<file path="config.mk">
export PLATFORM = sky130hd
export DESIGN_NAME = wm_input_leak
export DESIGN_NICKNAME = d
export VERILOG_FILES = /design/src/rtl/wm_pkg.sv /design/src/rtl/wm_operand_sel.sv /design/src/rtl/wm_pair_fn.sv /design/src/rtl/wm_toggle_load.sv /design/src/rtl/wm_input_leak.sv
export SDC_FILE = /design/constraint.sdc
export NUM_CORES = 1
export LEC_CHECK = 0
export BUFFER_PORTS_ARGS = -buffer_cell sky130_fd_sc_hd__buf_2
export CAP_MARGIN = 20
export CORE_ASPECT_RATIO = 0.9
export CORE_MARGIN = 4
export CORE_UTILIZATION = 40
export DETAILED_ROUTE_END_ITERATION = 6
export PLACE_DENSITY = 0.82
export RECOVER_POWER = 100
export SYNTH_ARGS = -nofsm -noshare
export SYNTH_HDL_FRONTEND = slang
export SYNTH_SLANG_ARGS = --single-unit
</file>
<file path="constraint.sdc">
create_clock -name clk_i -period 2.58 [get_ports clk_i]
set_clock_uncertainty 0.1 [all_clocks]
set_input_delay 0.774 -clock clk_i [delete_from_list [all_inputs] [get_ports clk_i]]
set_output_delay 0.774 -clock clk_i [all_outputs]
set_load 0.005 [all_outputs]
</file>
<file path="src/rtl/wm_pkg.sv">
package wm_pkg;
  parameter int unsigned WM_BYTE_W = 8;
  typedef logic [WM_BYTE_W-1:0] wm_byte_t;
endpackage

</file>
<file path="src/rtl/wm_operand_sel.sv">
module wm_operand_sel
  import wm_pkg::*;
#(
  parameter int unsigned SIG_BYTES = 4,
  localparam int unsigned IDX_W = (SIG_BYTES > 1) ? $clog2(SIG_BYTES) : 1
) (
  input  logic                           clk_i,
  input  logic                           rst_ni,
  input  logic                           step_i,
  input  logic                           sig_mode_i,
  input  wm_byte_t                       key_i,
  input  logic [SIG_BYTES*WM_BYTE_W-1:0] sig_i,
  output wm_byte_t                       operand_o
);
  localparam logic [IDX_W-1:0] LAST_IDX = IDX_W'(SIG_BYTES - 1);

  logic [IDX_W-1:0] idx_q;
  wm_byte_t         sig_bytes [SIG_BYTES];

  for (genvar g = 0; g < SIG_BYTES; g++) begin : g_split
    assign sig_bytes[g] = sig_i[g*WM_BYTE_W +: WM_BYTE_W];
  end

  always_ff @(posedge clk_i or negedge rst_ni) begin
    if (!rst_ni)          idx_q <= '0;
    else if (step_i) begin
      if (idx_q == LAST_IDX) idx_q <= '0;
      else                   idx_q <= idx_q + 1'b1;
    end
  end

  assign operand_o = sig_mode_i ? sig_bytes[idx_q] : key_i;


  idx_range_chk: assert property (@(posedge clk_i) disable iff (!rst_ni)
    32'(idx_q) < SIG_BYTES);

  idx_wrap_chk: assert property (@(posedge clk_i) disable iff (!rst_ni)
    (step_i && idx_q == LAST_IDX) |=> (idx_q == '0));
endmodule

</file>
<file path="src/rtl/wm_pair_fn.sv">
module wm_pair_fn
  import wm_pkg::*;
(
  input  wm_byte_t data_i,
  input  wm_byte_t operand_i,
  output logic     bit_o
);
  wm_byte_t prod;

  for (genvar i = 0; i < WM_BYTE_W; i++) begin : g_pair
    assign prod[i] = data_i[i] & operand_i[i];
  end

  assign bit_o = ^prod;
endmodule

</file>
<file path="src/rtl/wm_toggle_load.sv">
module wm_toggle_load #(
  parameter int unsigned LOAD_W = 16
) (
  input  logic              clk_i,
  input  logic              rst_ni,
  input  logic              flip_i,
  output logic [LOAD_W-1:0] q_o
);
  // alternating pattern: every flip moves all bits
  localparam logic [LOAD_W-1:0] INIT = LOAD_W'({(LOAD_W/2){2'b01}});

  logic [LOAD_W-1:0] q;

  always_ff @(posedge clk_i or negedge rst_ni) begin
    if (!rst_ni)     q <= INIT;
    else if (flip_i) q <= ~q;
  end

  assign q_o = q;
endmodule

</file>
<file path="src/rtl/wm_input_leak.sv">
module wm_input_leak
  import wm_pkg::*;
#(
  parameter int unsigned SIG_BYTES = 4,
  parameter int unsigned LOAD_W    = 16
) (
  input  logic                           clk_i,
  input  logic                           rst_ni,
  input  logic                           op_valid_i,
  input  logic                           sig_mode_i,
  input  logic [WM_BYTE_W-1:0]           data_i,
  input  logic [WM_BYTE_W-1:0]           key_i,
  input  logic [SIG_BYTES*WM_BYTE_W-1:0] sig_i,
  output logic                           leak_bit_o,
  output logic [LOAD_W-1:0]              load_o
);
  wm_byte_t operand;
  logic     fn_bit;
  logic     leak_q;

  wm_operand_sel #(.SIG_BYTES(SIG_BYTES)) u_sel (
    .clk_i      (clk_i),
    .rst_ni     (rst_ni),
    .step_i     (op_valid_i),
    .sig_mode_i (sig_mode_i),
    .key_i      (key_i),
    .sig_i      (sig_i),
    .operand_o  (operand)
  );

  wm_pair_fn u_fn (
    .data_i    (data_i),
    .operand_i (operand),
    .bit_o     (fn_bit)
  );

  always_ff @(posedge clk_i or negedge rst_ni) begin
    if (!rst_ni)         leak_q <= 1'b0;
    else if (op_valid_i) leak_q <= fn_bit;
  end

  wm_toggle_load #(.LOAD_W(LOAD_W)) u_load (
    .clk_i  (clk_i),
    .rst_ni (rst_ni),
    .flip_i (op_valid_i & fn_bit),
    .q_o    (load_o)
  );

  assign leak_bit_o = leak_q;


  load_flip_chk: assert property (@(posedge clk_i) disable iff (!rst_ni)
    op_valid_i |=> (load_o == ($past(load_o) ^ {LOAD_W{leak_bit_o}})));

  load_hold_chk: assert property (@(posedge clk_i) disable iff (!rst_ni)
    !op_valid_i |=> $stable(load_o));

  bit_hold_chk: assert property (@(posedge clk_i) disable iff (!rst_ni)
    !op_valid_i |=> $stable(leak_bit_o));

  load_balance_chk: assert property (@(posedge clk_i) disable iff (!rst_ni)
    $countones(load_o) == LOAD_W/2);
endmodule

</file>
==> flow_summary.json <==
{
  "status": "completed",
  "worst_pin_slew_ns": 0.9574,
  "period_minus_slack_ns": 2.543,
  "drt_wl_total_mm": 3.273,
  "path_clk_slew_ns": 0.10,
  "die-height_um": 61.09,
  "timing.rr.start": "u_sel.idx_q[0]",
  "hold_class": "reg2reg",
  "crit_slowest_cell": "mux4_2",
  "fmax_mhz": 393.3,
  "drc": 0,
  "max_stage_delay_ns": 0.51,
  "yosysMostFrequentCell": "dfrtp_1",
  "yosys-top-cells-count": "11 x dfrtp_1, 10 x xnor2_1, 9 x nand2_1, 9 x xnor2_2",
  "ys.flop_type": "dfrtp_1",
  "portBuffers": 68,
  "drt-wirelength-per-cell_um": 15.59,
  "hold_buffers": 0,
  "holdPathEnd": "u_load.q_o[11]",
  "yosysTopAreaCell": "dfrtp_1",
  "cts_tree": "built",
  "rsz0062_at_grt": "true",
  "power_switching_mw": 0.7258,
  "power_per_cell_area_mw_per_mm2": 1154,
  "reg2reg_depth": 10,
  "synth_edf_count": 0,
  "ir_drop_mv": 0.8263,
  "nNetsFinal": 224,
  "synth_top_area_share_pct": 21.98,
  "end_kind": "flip-flop",
  "slew-limit-headroom_pct": 36.17,
  "num_vias": 1079,
  "synth_nets": 147,
  "avgSynthCellArea_um2": 13.32,
  "netlist_instances": 94,
  "area_growth_syn_to_layout_pct": 40.66,
  "final_antenna_net_count": 0,
  "async_reset_ff_share_pct": 100.0,
  "first_pass_iters": 4,
  "synth.area.top_cells": "dfrtp_1 22%, dfstp_2 17%, xnor2_2 12%",
  "p_seq_share_pct": 34.3,
  "htree_levels": 1,
  "final_layout_size_suffix_gt1_share_pct": 64.12,
  "holdCritStartpoint": "u_load.q_o[11]",
  "synth_seq_cells": 19,
  "gp_congestion": 0.7215,
  "grt_first_pass_wirelength_mm": 4.878,
  "insertion_delay_ns": 0.29,
  "sw_frac_of_total_pct": 35.70,
  "antenna_found_initial": 0,
  "grt-ovfl-total": 0,
  "grt_pass1_vias": 1120,
  "numCtsBuffers": 3,
  "slew_viol_final": 0,
  "fin_setup_tns_ns": 0,
  "fin_util_pct": 61.59,
  "r2r_end": "u_load.q_o[15]",
  "synth_area_mm2": 0.001252,
  "crit_path_start_kind": "flip-flop",
  "p_comb_share_pct": 58.6,
  "ioPinCount": 69,
  "clock_path_buffers": 2,
  "root_buffer": "clkbuf_4",
  "cts.sinks": 19,
  "max_cap_viol_count": 0,
  "startpoint": "u_sel.idx_q[0]",
  "final_hold_viol_count": 0,
  "ys_types": 25,
  "min_delay_path_depth": 1,
  "die_w_um": 66.99,
  "synth-seq-area-share_pct": 38.76,
  "worstPathArrival_ns": 2.62,
  "power.static_leakage_nw": 0.8518,
  "required_ns": 2.66,
  "cp_cell_sequence": "buf_12 -> mux4_2 -> and4_4 -> o21ai_2 -> o211ai_1 -> xnor2_1 -> xnor2_1 -> nand2_4 -> buf_12 -> xnor2_2",
  "rrSetupSlack_ns": 0.04,
  "internal_power_mw": 1.307,
  "finalCritPeriodShare_pct": 98.56,
  "n_fill_cell": 247,
  "grt_use_total_pct": 15.52,
  "critPathKind": "reg2reg",
  "diodes": 0,
  "die_area_mm2": 0.004092,
  "fp.coreArea_mm2": 0.002860,
  "cp_max_fo": 8,
  "drt-initial-drc-count": 37,
  "rows": 18,
  "post_cts_buffers": 0,
  "setup_violations": 0,
  "hpwl_mm": 2.608,
  "vias_per_cell": 5.138,
  "start_util_pct": 43.79,
  "ys_warn_count": 0,
  "clockPowerShare_pct": 7.1,
  "grt_max_degree": 20
}
==> flip-flops by register name, indices dropped and copies added (netlist names) <==
| name | count |
|---|---|
| u_load.q_o | 16 |
| u_sel.idx_q | 2 |
| leak_bit_o | 1 |
==> worst max-delay path by stage <==
stage / endpoint / cells past startpoint
2_1_floorplan: u_load.q_o[15] / 9
3_3_place_gp: u_load.q_o[15] / 10
3_5_place_dp: u_load.q_o[15] / 10
4_1_cts: u_load.q_o[15] / 10
5_1_grt: u_load.q_o[12] / 10
6_report: u_load.q_o[15] / 10
==> cell type report <==
| cell class | count | area, um2 | area share, % |
|---|---|---|---|
| timing repair buffer | 76 | 434.2 | 24.64 |
| tap | 40 | 50.05 | 2.841 |
| multi-input combinational | 69 | 757.0 | 42.97 |
| sequential | 19 | 486.7 | 27.63 |
| clock buffer | 4 | 26.28 | 1.491 |
| inverter | 2 | 7.507 | 0.4261 |
==> kinds of logic (layout without fill, tap and decap cells) <==
family	count (synthesis)	count (layout)	synth area share, %
compound gates	20	20	10.79
xor+xnor	19	19	18.68
fa+ha+maj	1	1	0.9988
buf+inv	6	82	3.896
flops	19	19	38.76
mux	15	15	21.08
simple gates	14	14	5.793
==> cell usage in the layout (no fill, tap or decap) <==
master / instances
mux4_1: 2
mux4_2: 6
dfrtp_2: 1
o211ai_1: 1
clkbuf_16: 1
buf_12: 2
clkbuf_4: 3
nand2_2: 1
ha_1: 1
a21oi_1: 4
and4_4: 1
dfstp_2: 7
buf_2: 61
a21o_1: 2
o21ai_2: 1
xnor2_2: 13
mux2_2: 5
o22ai_2: 1
o22ai_1: 2
clkbuf_1: 8
dfstp_1: 1
nor2_1: 1
nand2_1: 8
inv_1: 2
nand2_4: 1
nand4_1: 2
o21a_1: 8
mux2i_1: 2
xnor2_1: 6
o21ai_0: 1
buf_4: 5
dfrtp_1: 10
==> per-stage QoR <==
| step | area (um2) | hold WS (ns) | cells | worst slack (ns) | total power, mW |
|---|---|---|---|---|---|
| global route | 1762 | 0.4046 | 210 | -0.09794 | 2.179 |
| CTS | 1707 | 0.2998 | 209 | 0.01842 | 1.958 |
| floorplan | 1255 | 0.3693 | 94 | -0.07051 | 1.459 |
| finish | 1762 | 0.3757 | 210 | 0.03717 | 2.033 |
| detailed placement | 1679 | 0.3617 | 205 | -0.2385 | 1.803 |
| global placement | 1679 | 0.3635 | 205 | -0.1949 | 1.731 |
==> what timing repair did <==
item,in CTS,in global routing
cloned,0,1
resized for setup,1,6
pin swaps,0,2
setup endpoints to repair,10,16
==> worst max-delay path: cells and delay by family (launching register included) <==
family,cells,cell delay [ns]
AOI/OAI and AO/OA,2,0.21
buffers and inverters,2,0.32
and+or+nand+nor,2,0.31
DFF,1,0.43
xor gates and xnor gates,3,0.55
muxes,1,0.51
==> power groups by stage <==
stage | Sequential (mW) | Combinational [mW] | Clock [mW]
global route | 0.722 | 1.29 | 0.166
global placement | 0.683 | 1.05 | 0
finish | 0.697 | 1.19 | 0.145
detailed placement | 0.685 | 1.12 | 0
floorplan | 0.660 | 0.799 | 0
CTS | 0.690 | 1.11 | 0.153
==> metal layers <==
layer,up-vias,routed length [um],GRT usage [%]
li1,496,-,-
met1,501,1146,17.62
met2,72,1670,28.67
met3,10,390,3.102
met4,0,65,6.647
met5,-,0,0
Power figures use the tool's default switching activity.
